==> config.mk <==
export PLATFORM = sky130hd
export DESIGN_NAME = wm_move_seq
export DESIGN_NICKNAME = d
export VERILOG_FILES = /design/src/rtl/wm_move_pkg.sv /design/src/rtl/wm_raster_pos.sv /design/src/rtl/wm_phase_ctrl.sv /design/src/rtl/wm_pixel_route.sv /design/src/rtl/wm_move_seq.sv
export SDC_FILE = /design/constraint.sdc
export NUM_CORES = 1
export LEC_CHECK = 0
export BUFFER_PORTS_ARGS = -buffer_cell sky130_fd_sc_hd__buf_2
export CORE_AREA = 2 2 303 305
export CTS_BUF_LIST = sky130_fd_sc_hd__clkbuf_2 sky130_fd_sc_hd__clkbuf_4 sky130_fd_sc_hd__clkbuf_8
export DETAILED_ROUTE_END_ITERATION = 6
export DIE_AREA = 0 0 305 307
export SKIP_LAST_GASP = 1
export SYNTH_ARGS = -nofsm -noshare
export SYNTH_HDL_FRONTEND = slang
export SYNTH_SLANG_ARGS = --single-unit
==> constraint.sdc <==
create_clock -name clk -period 6.8 [get_ports clk]
set_input_delay 0.34 -clock clk [delete_from_list [all_inputs] [get_ports clk]]
set_output_delay 0.34 -clock clk [all_outputs]
set_load 0.05 [all_outputs]
==> src/rtl/wm_move_pkg.sv <==
package wm_move_pkg;

  typedef enum logic [1:0] {
    PH_IDLE  = 2'd0,
    PH_SHIFT = 2'd1,
    PH_COVER = 2'd2,
    PH_BACK  = 2'd3
  } wm_phase_e;

  function automatic wm_phase_e wm_phase_step(input wm_phase_e cur, input logic pend);
    case (cur)
      PH_IDLE:  return pend ? PH_SHIFT : PH_IDLE;
      PH_SHIFT: return PH_COVER;
      PH_COVER: return PH_BACK;
      default:  return PH_IDLE;
    endcase
  endfunction

endpackage

==> src/rtl/wm_raster_pos.sv <==
module wm_raster_pos #(
  parameter int H_ACT = 1280,
  parameter int V_ACT = 1024,
  parameter int X_W   = 11,
  parameter int Y_W   = 10
) (
  input  logic           clk,
  input  logic           rst_n,
  input  logic           step,
  input  logic           sof,
  output logic [X_W-1:0] cur_x,
  output logic [Y_W-1:0] cur_y
);

  logic [X_W-1:0] x_q;
  logic [Y_W-1:0] y_q;

  assign cur_x = sof ? '0 : x_q;
  assign cur_y = sof ? '0 : y_q;

  always_ff @(posedge clk or negedge rst_n) begin
    if (!rst_n) begin
      x_q <= '0;
      y_q <= '0;
    end else if (step) begin
      if (cur_x == X_W'(H_ACT - 1)) begin
        x_q <= '0;
        y_q <= (cur_y == Y_W'(V_ACT - 1)) ? '0 : cur_y + 1'b1;
      end else begin
        x_q <= cur_x + 1'b1;
        y_q <= cur_y;
      end
    end
  end

endmodule

==> src/rtl/wm_phase_ctrl.sv <==
module wm_phase_ctrl
  import wm_move_pkg::*;
#(
  parameter int X_W  = 11,
  parameter int Y_W  = 10,
  parameter int NWID = 256
) (
  input  logic            clk,
  input  logic            rst_n,
  input  logic            start,
  input  logic [X_W:0]    shift_x,
  input  logic [Y_W:0]    shift_y,
  input  logic [NWID-1:0] move_set,
  input  logic [NWID-1:0] cover_set,
  input  logic            cursor_en,
  input  logic            frame_tick,
  output wm_phase_e       phase_q,
  output wm_phase_e       phase_eff,
  output logic            busy,
  output logic [X_W:0]    lat_sx,
  output logic [Y_W:0]    lat_sy,
  output logic [NWID-1:0] lat_move,
  output logic [NWID-1:0] lat_cover,
  output logic            lat_cur
);

  logic pend_q;
  logic take;

  assign take      = start && (phase_q == PH_IDLE) && !pend_q;
  assign phase_eff = frame_tick ? wm_phase_step(phase_q, pend_q) : phase_q;
  assign busy      = pend_q || (phase_q != PH_IDLE);

  always_ff @(posedge clk or negedge rst_n) begin
    if (!rst_n) begin
      phase_q   <= PH_IDLE;
      pend_q    <= 1'b0;
      lat_sx    <= '0;
      lat_sy    <= '0;
      lat_move  <= '0;
      lat_cover <= '0;
      lat_cur   <= 1'b0;
    end else begin
      if (frame_tick) begin
        phase_q <= phase_eff;
        if (phase_q == PH_IDLE && pend_q) pend_q <= 1'b0;
      end
      if (take) begin
        pend_q    <= 1'b1;
        lat_sx    <= shift_x;
        lat_sy    <= shift_y;
        lat_move  <= move_set;
        lat_cover <= cover_set;
        lat_cur   <= cursor_en;
      end
    end
  end

endmodule

==> src/rtl/wm_pixel_route.sv <==
module wm_pixel_route
  import wm_move_pkg::*;
#(
  parameter int H_ACT       = 1280,
  parameter int V_ACT       = 1024,
  parameter int X_W         = 11,
  parameter int Y_W         = 10,
  parameter int COLOR_W     = 24,
  parameter int WID_W       = 8,
  parameter int PIX_W       = 36,
  parameter int CUR_SUPPORT = 1
) (
  input  wm_phase_e              phase_eff,
  input  logic                   xfer,
  input  logic [X_W-1:0]         cur_x,
  input  logic [Y_W-1:0]         cur_y,
  input  logic [X_W:0]           sx,
  input  logic [Y_W:0]           sy,
  input  logic [(1<<WID_W)-1:0]  mv_set,
  input  logic [(1<<WID_W)-1:0]  cv_set,
  input  logic                   cur_en,
  input  logic [PIX_W-1:0]       os_pix,
  input  logic [PIX_W-1:0]       dm_pix,
  output logic [PIX_W-1:0]       m_pix,
  output logic                   dm_we,
  output logic                   dm_cur_we,
  output logic [X_W-1:0]         dm_x,
  output logic [Y_W-1:0]         dm_y,
  output logic [PIX_W-1:0]       dm_wpix,
  output logic                   os_we,
  output logic                   os_cur_we,
  output logic [X_W-1:0]         os_x,
  output logic [Y_W-1:0]         os_y,
  output logic [PIX_W-1:0]       os_wpix
);

  localparam int DX_W = X_W + 3;
  localparam int DY_W = Y_W + 3;

  logic [WID_W-1:0]       wid;
  logic signed [DX_W-1:0] tx;
  logic signed [DY_W-1:0] ty;
  logic                   in_frame;
  logic                   lane_on;

  assign wid = os_pix[COLOR_W +: WID_W];
  assign tx  = $signed({3'b000, cur_x}) + $signed({{2{sx[X_W]}}, sx});
  assign ty  = $signed({3'b000, cur_y}) + $signed({{2{sy[Y_W]}}, sy});
  assign in_frame = (tx >= 0) && (tx < $signed(DX_W'(H_ACT)))
                 && (ty >= 0) && (ty < $signed(DY_W'(V_ACT)));

  if (CUR_SUPPORT != 0) begin : g_lane
    assign lane_on = cur_en;
  end else begin : g_nolane
    assign lane_on = 1'b0;
  end

  always_comb begin
    m_pix     = os_pix;
    dm_we     = 1'b0;
    dm_cur_we = 1'b0;
    dm_x      = cur_x;
    dm_y      = cur_y;
    dm_wpix   = os_pix;
    os_we     = 1'b0;
    os_cur_we = 1'b0;
    os_x      = cur_x;
    os_y      = cur_y;
    os_wpix   = dm_pix;
    case (phase_eff)
      PH_IDLE: begin
        dm_we     = xfer;
        dm_cur_we = xfer;
      end
      PH_SHIFT: begin
        dm_we     = xfer && mv_set[wid] && in_frame;
        dm_cur_we = xfer && mv_set[wid] && in_frame && lane_on;
        dm_x      = tx[X_W-1:0];
        dm_y      = ty[Y_W-1:0];
      end
      PH_COVER: begin
        dm_we     = xfer && cv_set[wid];
        dm_cur_we = xfer && cv_set[wid] && lane_on;
      end
      default: begin
        m_pix     = dm_pix;
        os_we     = xfer;
        os_cur_we = xfer && lane_on;
      end
    endcase
  end

endmodule

==> src/rtl/wm_move_seq.sv <==
module wm_move_seq
  import wm_move_pkg::*;
#(
  parameter int H_ACT       = 1280,
  parameter int V_ACT       = 1024,
  parameter int COLOR_W     = 24,
  parameter int WID_W       = 8,
  parameter int CUR_W       = 4,
  parameter int CUR_SUPPORT = 1,
  localparam int X_W   = $clog2(H_ACT),
  localparam int Y_W   = $clog2(V_ACT),
  localparam int PIX_W = COLOR_W + WID_W + CUR_W,
  localparam int NWID  = 1 << WID_W
) (
  input  logic             clk,
  input  logic             rst_n,
  input  logic             start,
  input  logic [X_W:0]     shift_x,
  input  logic [Y_W:0]     shift_y,
  input  logic [NWID-1:0]  move_set,
  input  logic [NWID-1:0]  cover_set,
  input  logic             cursor_en,
  output logic             busy,
  output logic [1:0]       phase,
  input  logic             s_valid,
  output logic             s_ready,
  input  logic             s_sof,
  input  logic [PIX_W-1:0] s_os_pix,
  input  logic [PIX_W-1:0] s_dm_pix,
  output logic             m_valid,
  input  logic             m_ready,
  output logic [PIX_W-1:0] m_pix,
  output logic             dm_we,
  output logic             dm_cur_we,
  output logic [X_W-1:0]   dm_x,
  output logic [Y_W-1:0]   dm_y,
  output logic [PIX_W-1:0] dm_wpix,
  output logic             os_we,
  output logic             os_cur_we,
  output logic [X_W-1:0]   os_x,
  output logic [Y_W-1:0]   os_y,
  output logic [PIX_W-1:0] os_wpix
);

  logic            xfer;
  logic            frame_tick;
  logic [X_W-1:0]  cur_x;
  logic [Y_W-1:0]  cur_y;
  wm_phase_e       phase_q;
  wm_phase_e       phase_eff;
  logic [X_W:0]    lat_sx;
  logic [Y_W:0]    lat_sy;
  logic [NWID-1:0] lat_move;
  logic [NWID-1:0] lat_cover;
  logic            lat_cur;

  assign s_ready    = m_ready;
  assign m_valid    = s_valid;
  assign xfer       = s_valid && m_ready;
  assign frame_tick = xfer && s_sof;
  assign phase      = phase_q;

  wm_raster_pos #(.H_ACT(H_ACT), .V_ACT(V_ACT), .X_W(X_W), .Y_W(Y_W)) u_pos (
    .clk   (clk),
    .rst_n (rst_n),
    .step  (xfer),
    .sof   (s_sof),
    .cur_x (cur_x),
    .cur_y (cur_y)
  );

  wm_phase_ctrl #(.X_W(X_W), .Y_W(Y_W), .NWID(NWID)) u_ctrl (
    .clk        (clk),
    .rst_n      (rst_n),
    .start      (start),
    .shift_x    (shift_x),
    .shift_y    (shift_y),
    .move_set   (move_set),
    .cover_set  (cover_set),
    .cursor_en  (cursor_en),
    .frame_tick (frame_tick),
    .phase_q    (phase_q),
    .phase_eff  (phase_eff),
    .busy       (busy),
    .lat_sx     (lat_sx),
    .lat_sy     (lat_sy),
    .lat_move   (lat_move),
    .lat_cover  (lat_cover),
    .lat_cur    (lat_cur)
  );

  wm_pixel_route #(
    .H_ACT(H_ACT), .V_ACT(V_ACT), .X_W(X_W), .Y_W(Y_W),
    .COLOR_W(COLOR_W), .WID_W(WID_W), .PIX_W(PIX_W), .CUR_SUPPORT(CUR_SUPPORT)
  ) u_route (
    .phase_eff (phase_eff),
    .xfer      (xfer),
    .cur_x     (cur_x),
    .cur_y     (cur_y),
    .sx        (lat_sx),
    .sy        (lat_sy),
    .mv_set    (lat_move),
    .cv_set    (lat_cover),
    .cur_en    (lat_cur),
    .os_pix    (s_os_pix),
    .dm_pix    (s_dm_pix),
    .m_pix     (m_pix),
    .dm_we     (dm_we),
    .dm_cur_we (dm_cur_we),
    .dm_x      (dm_x),
    .dm_y      (dm_y),
    .dm_wpix   (dm_wpix),
    .os_we     (os_we),
    .os_cur_we (os_cur_we),
    .os_x      (os_x),
    .os_y      (os_y),
    .os_wpix   (os_wpix)
  );

endmodule

==> impl_metrics.toml <==
[worst_hold_path]
hold_path_class = "in2reg"
worstHoldPathCells = 5

[synthesis]
synth_edf_count = 0
yosys_warnings = 0
synth_cell_type_count = 66
syn_area_mm2 = 0.0276
synthArstFlopShare = 1.00
ys_seq_area_frac = 0.507
syn_inst = 1942
synthesis.nets = 2578
synth.avg_cell_area_um2 = 14.2
ys_ff_latch = 560
dominantRegCellSynth = "dfrtp_1"

[setup_path]
end_kind = "output pin"
path_class = "in2out"
arrival_ns = 4.69
slowest_stage = "dlygate4sd3_1"
required_ns = 6.46
crit_chain = "dlygate4sd3_1, buf_2, buf_4, nor2b_1, ha_1, ha_1, a211oi_1, or4_4, a222oi_1, o221ai_1, and3_1, nor4_1, a21oi_1, o32ai_1, buf_2"
critPathMaxFanout = 39
cp-start-kind = "input pin"
r2r_cells = 10
critPathMaxStageDelay_ns = 0.53

[place]
hpwl_mm = 66.7
dpl.cell_count = 3720
place_area_mm2 = 0.0322
portBuffers = 772
place.gp.congestion = 0.848

[die]
coreArea_mm2 = 0.0907
dieHeight_um = 307
die-area_mm2 = 0.0936
fp-row-count = 111
die_w_um = 305
start_util = 0.305
ios = 773

[global_routing]
grt_pass1_vias = 23087
grt_max_degree = 172
antenna_found_initial = 21
track_usage = 0.200
grt-ovfl-total = 0
grt_pass1_wl_mm = 141

[final_layout]
num-nets-final = 3810
drive_gt1_frac = 0.525
syn_to_final_growth_pct = 44.2
post-route-cell-area_mm2 = 0.0399
utilization = 0.440
stdcell_count = 4458

[timing]
fin_crit_ns = 5.03
rsz0062_at_grt = "no"
finalSetupTns_ns = 0
drv_slew = 0
setup_violations = 0
hold_viol = 0
max_freq_ghz = 0.199
clock-skew-final_ns = 0.0307
period_share = 0.740
worst_pin_slew_ns = 1.10
relSlewSlack = 0.264

[clock_network]
cts_resized = 0
cts_made_buffers = 100
clock_latency_ns = 0.73
cts.clk_slew.worst_paths_ns = 0.06
cts_max_level = 3
cts_buffer_depth = 3
cts_tree = "built"
cts_sinks = 560
root_buffer = "clkbuf_8"

[route]
routedWlPerCell_um = 21.4
vias = 21596
first_pass_iters = 7
viasPerCell = 4.84
route.detailed.drc = 0
drt_iter0_drc = 1387
antenna_left = 0
drt-total-wl_mm = 95.6

[outcome]
status = "finished clean"

[pwr]
p_per_area_mw_per_mm2 = 361
p_leak_nw = 18.1
ir_worst_vdd_uv = 214

[flow_run]
max_cap_viol_count = 0
power breakdown:
part	leakage [nW]	switching (mW)	internal [mW]
clock	1.19	1.51	2.01
combinational	10.2	2.12	2.79
sequential	6.78	1.01	4.96
flip-flops by register name (all words and copies together), names as in the netlist:
| name | count |
|---|---|
| u_ctrl.lat_cover | 256 |
| u_ctrl.lat_move | 256 |
| u_ctrl.lat_sx | 12 |
| u_ctrl.lat_sy | 11 |
| u_pos.x_q | 11 |
| u_pos.y_q | 10 |
| u_ctrl.phase_q | 2 |
| u_ctrl.lat_cur | 1 |
| u_ctrl.pend_q | 1 |
metrics by stage:
stage | hold WS [ns] | worst slack (ns) | power, mW
floorplan | 0.0444 | 1.30 | 9.23
global placement | 0.443 | 2.13 | 10.5
detailed placement | 0.433 | 2.12 | 10.7
CTS | 0.0957 | 1.81 | 14.5
global route | 0.142 | 1.37 | 15.2
finish | 0.205 | 1.77 | 14.4
area by class of cell:
cell class	count	area, µm²
inverter	18	67.6
clock inverter	29	309
fill	8053	50800
multi-input combinational	1154	12400
timing repair buffer	1340	9570
sequential	560	14000
clock buffer	156	1930
tap	1186	1480
antenna	15	37.5
cells in the final DEF, fill, tap and decap left out, types with 19 or more instances in the layout:
cell	synthesis	layout
a22oi_1	56	56
nand2_1	55	55
nor2_1	30	29
mux2_2	580	580
nand3_1	19	19
mux4_2	131	131
ha_1	21	20
buf_2	11	769
clkbuf_8	0	122
xnor2_1	24	24
clkbuf_4	0	34
o21ai_0	35	35
a21oi_1	30	30
dfrtp_1	560	560
buf_4	82	25
dlygate4sd3_1	0	538
worst paths after layout:
path,slack (ns),startpoint,end
worst min register to register,0.48,u_pos.y_q[7],u_pos.y_q[7]
worst max register to register,3.22,u_pos.x_q[0],u_pos.y_q[9]
max in group asynchronous,4.91,rst_n,u_ctrl.lat_cover[217]
worst min-delay path,0.21,m_ready,u_pos.x_q[0]
min in group asynchronous,0.23,rst_n,u_ctrl.lat_cur
worst max-delay path,1.77,s_sof,dm_cur_we
Yosys cell counts (all sizes together), types with 9 or more instances:
cell / instances / area share
nand2: 55 / 0.0075
nor2b: 19 / 0.0043
mux4: 131 / 0.11
mux2: 580 / 0.24
nor2: 30 / 0.0041
and2: 9 / 0.0021
ha: 21 / 0.0095
nor3: 11 / 0.0020
clkbuf: 100 / 0.014
a31oi: 9 / 0.0020
xnor2: 24 / 0.0076
dfrtp: 560 / 0.51
nand2b: 13 / 0.0032
a22oi: 56 / 0.015
nand3: 19 / 0.0034
a221oi: 9 / 0.0029
buf: 110 / 0.028
o21ai: 38 / 0.0069
inv: 18 / 0.0024
a22o: 9 / 0.0029
a21oi: 30 / 0.0054
kinds of logic after synthesis:
group	after synthesis	share of synthesized area
simple gates	183	0.0334
mux	718	0.346
buf+inv	228	0.0439
fa+ha+maj	24	0.0110
compound gates	197	0.0491
flops	560	0.507
xor+xnor	32	0.0101
critical path: cells and delay by family:
kind / cells / cell delay, ns
AO/OA/AOI/OAI: 5 / 1.00
adder cells (fa/ha/maj): 2 / 0.55
AND/OR/NAND/NOR: 4 / 1.44
buffers and inverters: 4 / 1.35
timing repair:
| item | CTS | global route |
|---|---|---|
| setup buffers | 0 | 0 |
| endpoints found under the hold margin | 633 | 0 |
| hold buffers | 538 | 0 |
| setup endpoints to repair | 0 | 0 |
routing by layer:
metal / up-vias / global-route usage / share of wire
met5: - / 0 / 0.00046
met2: 817 / 0.335 / 0.49
met3: 181 / 0.0469 / 0.061
met4: 6 / 0.0754 / 0.032
li1: 9679 / - / -
met1: 10913 / 0.250 / 0.42
Power figures use the tool's default switching activity.
